$ cat config.mk
export PLATFORM = sky130hd
export DESIGN_NAME = nested_prio_stack
export DESIGN_NICKNAME = d
export VERILOG_FILES = /design/src/rtl/nps_pkg.sv /design/src/rtl/nps_op_decode.sv /design/src/rtl/nps_level_counter.sv /design/src/rtl/nps_shift_store.sv /design/src/rtl/nested_prio_stack.sv
export SDC_FILE = /design/constraint.sdc
export NUM_CORES = 1
export LEC_CHECK = 0
export CORE_ASPECT_RATIO = 0.8
export CORE_MARGIN = 5
export CORE_UTILIZATION = 30
export DETAILED_ROUTE_END_ITERATION = 7
export HOLD_SLACK_MARGIN = 0.06
export MAX_ROUTING_LAYER = met4
export PLACE_DENSITY = 0.53
export SKIP_CTS_REPAIR_TIMING = 1
export SYNTH_ARGS = -nofsm -noshare
export SYNTH_HDL_FRONTEND = slang
export SYNTH_HIERARCHICAL = 1
export SYNTH_SLANG_ARGS = --single-unit
$ cat constraint.sdc
create_clock -name clk -period 2.5 [get_ports clk]
set_input_delay 0.25 -clock clk [delete_from_list [all_inputs] [get_ports clk]]
set_output_delay 0.25 -clock clk [all_outputs]
set_load 0.01 [all_outputs]
$ cat src/rtl/nps_pkg.sv
// Shared types for the nested priority save stack.
package nps_pkg;
    // Operation applied to the store at one clock edge.
    typedef enum logic [1:0] {
        NPS_IDLE = 2'b00,
        NPS_PUSH = 2'b01,
        NPS_POP  = 2'b10,
        NPS_SWAP = 2'b11   // pop then push in one edge
    } nps_op_e;
endpackage

$ cat src/rtl/nps_op_decode.sv
// Turns the push and pop strobes into one operation code.
// Assumes the strobes are synchronous to clk; a combined strobe means
// pop first, then push.
module nps_op_decode
    import nps_pkg::*;
(
    input  logic    push_i,
    input  logic    pop_i,
    output nps_op_e op_o
);
    // Map the strobe pair onto the operation encoding.
    always_comb begin
        unique case ({pop_i, push_i})
            2'b01:   op_o = NPS_PUSH;
            2'b10:   op_o = NPS_POP;
            2'b11:   op_o = NPS_SWAP;
            default: op_o = NPS_IDLE;
        endcase
    end
endmodule

$ cat src/rtl/nps_level_counter.sv
// Saturating occupancy counter for the save stack.
// Assumes DEPTH >= 1. It never wraps: pushes stop at DEPTH and pops stop at 0.
module nps_level_counter
    import nps_pkg::*;
#(
    parameter int DEPTH = 14,
    localparam int CW   = $clog2(DEPTH + 1)
) (
    input  logic          clk,
    input  logic          rst_n,
    input  nps_op_e       op_i,
    output logic [CW-1:0] count_o
);
    localparam logic [CW-1:0] FULL = CW'(DEPTH);

    logic [CW-1:0] count_q;
    logic [CW-1:0] count_d;

    // Work out the next occupancy with saturation at both ends.
    always_comb begin
        count_d = count_q;
        unique case (op_i)
            NPS_PUSH: if (count_q != FULL) count_d = count_q + 1'b1;
            NPS_POP:  if (count_q != '0)   count_d = count_q - 1'b1;
            NPS_SWAP: if (count_q == '0)   count_d = CW'(1);
            default:  count_d = count_q;
        endcase
    end

    // Hold the occupancy; reset empties it.
    always_ff @(posedge clk) begin
        if (!rst_n) count_q <= '0;
        else        count_q <= count_d;
    end

    assign count_o = count_q;

    a_r1_reset_empty: assert property (@(posedge clk)
        !rst_n |=> count_q == '0);

    a_r6_no_overflow: assert property (@(posedge clk) disable iff (!rst_n)
        count_q <= FULL);

    a_r6_push_full_holds: assert property (@(posedge clk) disable iff (!rst_n)
        (op_i == NPS_PUSH && count_q == FULL) |=> count_q == FULL);

    a_r4_pop_empty_holds: assert property (@(posedge clk) disable iff (!rst_n)
        (op_i == NPS_POP && count_q == '0) |=> count_q == '0);

    a_r7_swap_keeps_level: assert property (@(posedge clk) disable iff (!rst_n)
        (op_i == NPS_SWAP && count_q != '0) |=> $stable(count_q));
endmodule

$ cat src/rtl/nps_shift_store.sv
// Entry storage for the save stack, built as a shift register.
// Slot 0 is the top and the highest slot is the oldest. A push shifts
// toward the bottom and drops the oldest entry. A pop shifts toward the
// top and refills the bottom slot with zero, so empty slots read as 0.
// Assumes DEPTH >= 2.
module nps_shift_store
    import nps_pkg::*;
#(
    parameter int DEPTH  = 14,
    parameter int PRIO_W = 4
) (
    input  logic              clk,
    input  logic              rst_n,
    input  nps_op_e           op_i,
    input  logic [PRIO_W-1:0] din_i,
    output logic [PRIO_W-1:0] top_o
);
    localparam int LAST = DEPTH - 1;

    logic [PRIO_W-1:0] slot_q [DEPTH];

    for (genvar g = 0; g < DEPTH; g++) begin : g_slot
        logic [PRIO_W-1:0] above;
        logic [PRIO_W-1:0] below;

        if (g == 0) begin : g_top
            assign above = din_i;
        end else begin : g_mid
            assign above = slot_q[g-1];
        end

        if (g == LAST) begin : g_bottom
            assign below = '0;
        end else begin : g_inner
            assign below = slot_q[g+1];
        end

        // Load one slot according to the operation; reset clears it.
        always_ff @(posedge clk) begin
            if (!rst_n) begin
                slot_q[g] <= '0;
            end else begin
                unique case (op_i)
                    NPS_PUSH: slot_q[g] <= above;
                    NPS_POP:  slot_q[g] <= below;
                    NPS_SWAP: if (g == 0) slot_q[g] <= din_i;
                    default:  slot_q[g] <= slot_q[g];
                endcase
            end
        end
    end

    assign top_o = slot_q[0];

    a_r2_push_lands_on_top: assert property (@(posedge clk) disable iff (!rst_n)
        (op_i == NPS_PUSH || op_i == NPS_SWAP) |=> top_o == $past(din_i));

    a_r3_pop_exposes_next: assert property (@(posedge clk) disable iff (!rst_n)
        (op_i == NPS_POP) |=> top_o == $past(slot_q[1]));

    a_r3_idle_holds_top: assert property (@(posedge clk) disable iff (!rst_n)
        (op_i == NPS_IDLE) |=> $stable(top_o));
endmodule

$ cat src/rtl/nested_prio_stack.sv
// Nested priority save stack: saves preempted priorities on push and
// returns them on pop. A full store drops its oldest entry, and an empty
// store returns 0. Assumes single-cycle strobes in clk and a synchronous
// active-low reset.
module nested_prio_stack #(
    parameter int STACK_DEPTH = 14,
    parameter int PRIO_W      = 4
) (
    input  logic              clk,
    input  logic              rst_n,
    input  logic              push_i,
    input  logic              pop_i,
    input  logic [PRIO_W-1:0] push_prio_i,
    output logic [PRIO_W-1:0] pop_prio_o
);
    import nps_pkg::*;

    localparam int CW = $clog2(STACK_DEPTH + 1);

    nps_op_e       op;
    logic [CW-1:0] level;
    logic [PRIO_W-1:0] top;

    nps_op_decode u_decode (
        .push_i (push_i),
        .pop_i  (pop_i),
        .op_o   (op)
    );

    nps_level_counter #(.DEPTH(STACK_DEPTH)) u_level (
        .clk     (clk),
        .rst_n   (rst_n),
        .op_i    (op),
        .count_o (level)
    );

    nps_shift_store #(.DEPTH(STACK_DEPTH), .PRIO_W(PRIO_W)) u_store (
        .clk   (clk),
        .rst_n (rst_n),
        .op_i  (op),
        .din_i (push_prio_i),
        .top_o (top)
    );

    assign pop_prio_o = top;

    a_r4_empty_reads_zero: assert property (@(posedge clk) disable iff (!rst_n)
        (level == '0) |-> pop_prio_o == '0);

    a_r5_full_push_keeps_full: assert property (@(posedge clk) disable iff (!rst_n)
        (push_i && !pop_i && level == CW'(STACK_DEPTH)) |=> level == CW'(STACK_DEPTH));
endmodule

# Word-level counts from Yosys, hierarchy flattened
# Memories as Yosys holds them, arrays and structs flattened.
# Cells that the tools add are included.
[totals]
mem_bits_ro = 0
in_bits = 8
ram_bits = 56
latchBits = 0
memories = 1
reg_bits = 0
wordCells = 108
output_inout_bits = 4
[mem_list]
columns = ["memory", "depth", "width", "rd", "rd_clocked_by_memory_dff", "wr", "line", "rtl"]
rows = [
  ["u_store.slot_q", 14, 4, 14, 0, 14, "nps_shift_store.sv:20", "logic [PRIO_W-1:0] slot_q [DEPTH];"],
]
[op_classes]
div = 0
eq_ne = 6
n_addsub = 0
n_mul = 0
shift = 0
n_lt_le_gt_ge = 0
bitwise = 43
mux = 57
reduce_logical = 1
[ops]
columns = ["cell", "n"]
rows = [
  ["$mux 4", 43],
  ["$or 1x1->1", 43],
  ["$mux 1", 13],
  ["$eq 2x2->1 const B", 4],
  ["$pmux 2 s3", 1],
  ["$eq 2x1->1 const B", 2],
  ["$reduce_or 3->1", 1],
]

# Longest topological paths before layout
[depth]
word_depth = 10
ltp_mapped = 5
mapped_depth_nobuf = 2

# Cells and area by module
# Netlist, hierarchy kept.
[by_module_without_submodules]
columns = ["mod", "cells_each", "n_inst", "area_per_inst_um2", "seq_area_each_um2"]
rows = [
  ["nps_shift_store", 197, 1, 2539.9, 1681.6],
  ["nps_op_decode", 2, 1, 7.5, 0.0],
]

# Least setup slack after synthesis
# OpenSTA, ideal clock, no wires.
[synth_path]
path_kind = "in2reg"
start = "input pop_i"
end = "memory u_store.slot_q[10][0] (enable)"
required_ps = 1972
n_path_buf = 3
setup_slack_ps = 381
arrival_ps = 1591
setup_time_ps = 528
stages = 5
path_cell_list = "clkbuf_1 > nand2b_1 > buf_4 > buf_2 > nand3_2"
[synth_rtl]
columns = ["element", "line", "rtl"]
rows = [
  ["start, declared", "nested_prio_stack.sv:12", "input logic pop_i,"],
  ["end, declared", "nps_shift_store.sv:20", ""],
]

==> run_results.csv <==
group,metric,value,unit
outcome,outcome,"finished clean",
layout,biggestRegsByFlops,"u_store/slot_q x56",
setup_path,cp-startpoint,"push_i",
setup_path,crit_type,"in -> reg",
pwr,cellPowerDensity,738,nW/um2
global_route,global_route.peak_usage_layer,"met1",
global_route,grtUsageMet1,14.8,%
pwr,power_frac_seq,53.7,%
cts,cts_tree,"done",
setup_path,critPathCaptureType,"flip-flop",
synthesis,ys_warn_count,6,
cts,cts.root.buffer_cell,"clkbuf_8",
pwr,switchingPower,437,uW
timing,fin_crit,1.58,ns
setup_path,worst_r2r_startpoint,"u_store/slot_q[9][0]$_DFFE_PP_",
synthesis,mappedNetlistArea,2550,um2
layout,final_design_area_no_fill,2870,um2
detailed_routing,route.detailed.vias_per_inst,4.93,
pwr,power_frac_comb,8.7,%
synthesis,synth_top_area_cell,"edfxtp_1",
synthesis,post_synthesis_net_count,207,
setup_path,largest_fanout_on_the_critical_path,20,
detailed_routing,detailroute.via_count,1567,
pwr,switching_part_of_the_total_power,20.6,%
cts,max-clock-path-buffers,2,
synthesis,async_flop_share,0,%
synthesis,yosys-top-cells-area,"edfxtp_1 (66%), o22ai_1 (8.8%), nand2_1 (8.3%), o22ai_2 (3.9%), buf_6 (2.7%)",
cts,tritoncts.num_buffers,5,
timing,finalSetupTns,0,ns
setup_path,r2r_cells,2,
synthesis,yosys_most_used_dff,"edfxtp_1",
synthesis,synth.lib_cells_used.distinct,16,
detailed_routing,drcViolationCount,0,
pwr,power_report.internal_total,1680,uW
global_route,initial_antenna_violation_count,0,
timing,hold-worst-slack,0.594,ns
global_route,grt_use_met2,12.9,%
layout,layout.area.seq,1680,um2
detailed_routing,routed_wire_length_per_instance,15.6,um
pwr,vdd_drop_max,0.256,mV
layout,area_growth_syn_to_layout,12.7,%
placement,dp_worst_setup_slack,0.624,ns
layout,regMostFlops,"u_store/slot_q",
worst_hold_path,min_delay_startpoint,"u_store/slot_q[7][1]$_DFFE_PP_",
pwr,power_frac_clock,37.6,%
timing,rsz0062_at_grt,"no",
global_route,gr-usage-all-layers,9.82,%
synthesis,syn_avg_cell_area,12.8,um2
timing,worstMarginPinSlew,0.647,ns
floorplanning,die_height,92.4,um
detailed_routing,finalWirelength,4.95,mm
setup_path,timing.critical_path.max_delay_family,"buffers and inverters",
global_route,gr-total-overflow,0,
timing,timing.max_slew.rel_slack,56.9,%
placement,numPortBuffers,11,
setup_path,cp.buffers_inverters,2,
synthesis,synth_seq_cells,56,
floorplanning,die_w,113,um
floorplanning,start_util,30.4,%
synthesis,synth_top_cell_area_share,66.0,%
timing,peak_clock_frequency_supported_by_timing,633,MHz
global_route,use_met3,2.94,%
timing,skew,0.0109,ns
setup_path,critical_path_cell_count,4,
setup_path,cp.arrival,1.65,ns
global_route,grt_pass1_vias,1495,
detailed_routing,drt_first_pass_iters,4,
floorplanning,die-area,10400,um2
synthesis,syn_inst_count,199,
cts,tritoncts_num_sinks,56,
synthesis,count_of_flip_flops_with_a_built_in_enable_after_synthesis,56,
synthesis,synthTopCellsByCount,"edfxtp_1 (56), nand2_1 (56), o22ai_1 (36)",
global_route,first_pass_grt_wire_length,7.93,mm
setup_path,ff2ff_setup_slack,1.54,ns
cts,clkSlewWorstSetupHoldPaths,0.11,ns
cts,maximum_level_of_the_cts_h_tree,2,
floorplanning,rows,30,
setup_path,crit_chain,"clkdlybuf4s50_1 -> nand2b_2 -> buf_4 -> a2bb2o_4",
layout,n_antenna_cell,0,
worst_hold_path,min_path_type,"reg -> reg",
setup_path,critical_path.max_stage_delay,0.64,ns
synthesis,synth_seq_area_share,66.0,%
detailed_routing,first_iter_violations,188,
placement,finalWeightedCongestion,0.717,
layout,largest_reg_flops,56,
layout,fillerInstances,818,
setup_path,cp_slowest_cell,"clkdlybuf4s50_1",
layout,fin_nets,213,
floorplanning,boundaryPins,12,
setup_path,crit_required,2.57,ns
timing,finalWorstSetupSlack,0.921,ns
detailed_routing,post_detailed_route_count_of_antenna_violating_nets,0,
cts,insertion_delay,0.31,ns
layout,drive_above_1_share,15.5,%
placement,dpl-instance-area,2710,um2
global_route,grt_start_max_net_pins,67,
timing,layout_worst_path_cycle_share,63.2,%
setup_path,reg2reg_capture_point,"u_store/slot_q[8][0]$_SDFFCE_PN0P_",
setup_path,startpoint_type,"primary input",
timing,timing.final.setup_violations,0,
job,cap_viol_max_count,0,
placement,dp_hpwl,3.01,mm
pwr,power_leakage,0.000963,uW
timing,timing.final.max_slew_violations,0,
setup_path,crit_end,"u_store/slot_q[8][2]$_SDFFCE_PN0P_",
layout,multi_input_comb_area,726,um2
timing,timing_hold_violations_final,0,
floorplanning,design.core.area,8370,um2
[cells in the final DEF (no fill, tap or decap), drive strengths merged]
| master | n |
|---|---|
| clkbuf | 5 |
| nand2b | 3 |
| clkdlybuf4s50 | 10 |
| bufinv | 3 |
| o22ai | 44 |
| a2bb2o | 3 |
| o2bb2ai | 1 |
| and3 | 4 |
| edfxtp | 56 |
| nand3 | 6 |
| nor2b | 2 |
| buf | 9 |
| o21ai | 4 |
| nand2 | 56 |
[layout make-up]
| class | count | share of cell area, % |
|---|---|---|
| Tap cell | 112 | 4.88 |
| Sequential cell | 56 | 58.6 |
| Clock buffer | 5 | 2.40 |
| Multi-Input combinational cell | 123 | 25.3 |
| Clock inverter | 3 | 3.14 |
| Timing Repair Buffer | 19 | 5.75 |
[per-layer routing]
metal | part of all wire (%) | vias up
met2 | 41 | 36
met4 | 0.50 | 0
met5 | 0 | -
met1 | 54 | 763
met3 | 5.3 | 5
li1 | - | 763
[cells by family (layout without fill, tap and decap cells)]
family	Yosys count	in the layout	synth area share (%)
AOI/OAI and AO/OA	52	52	16.3
buffers and inverters	20	27	5.70
DFF	56	56	66.0
and+or+nand+nor	71	71	12.0
[per-stage QoR]
stage	instances	utilization (%)	power (uW)
floorplan	199	-	1290
global placement	310	32.4	1340
detailed placement	310	32.4	1340
CTS	318	34.3	2130
global route	318	34.3	2190
finish	318	34.3	2120
[power groups by stage]
| stage | Clock [uW] | Combinational, uW | Sequential [uW] |
|---|---|---|---|
| 2_1_floorplan | 0 | 135 | 1160 |
| 3_3_place_gp | 0 | 183 | 1160 |
| 3_5_place_dp | 0 | 184 | 1160 |
| 4_1_cts | 810 | 185 | 1140 |
| 5_1_grt | 848 | 201 | 1140 |
| 6_report | 797 | 184 | 1140 |
[how the worst min path moves through the flow]
stage	end	slack (ns)	cells after the start
6_report	u_store/slot_q[8][1]$_SDFFCE_PN0P_	0.59	1
5_1_grt	u_store/slot_q[8][1]$_SDFFCE_PN0P_	0.60	1
4_1_cts	u_store/slot_q[8][3]$_SDFFCE_PN0P_	0.59	3
3_5_place_dp	u_store/slot_q[8][2]$_SDFFCE_PN0P_	0.57	1
3_3_place_gp	u_store/slot_q[8][2]$_SDFFCE_PN0P_	0.56	1
2_1_floorplan	u_store/slot_q[0][2]$_DFFE_PP_	0.47	2
(Power assumes the default switching activity.)
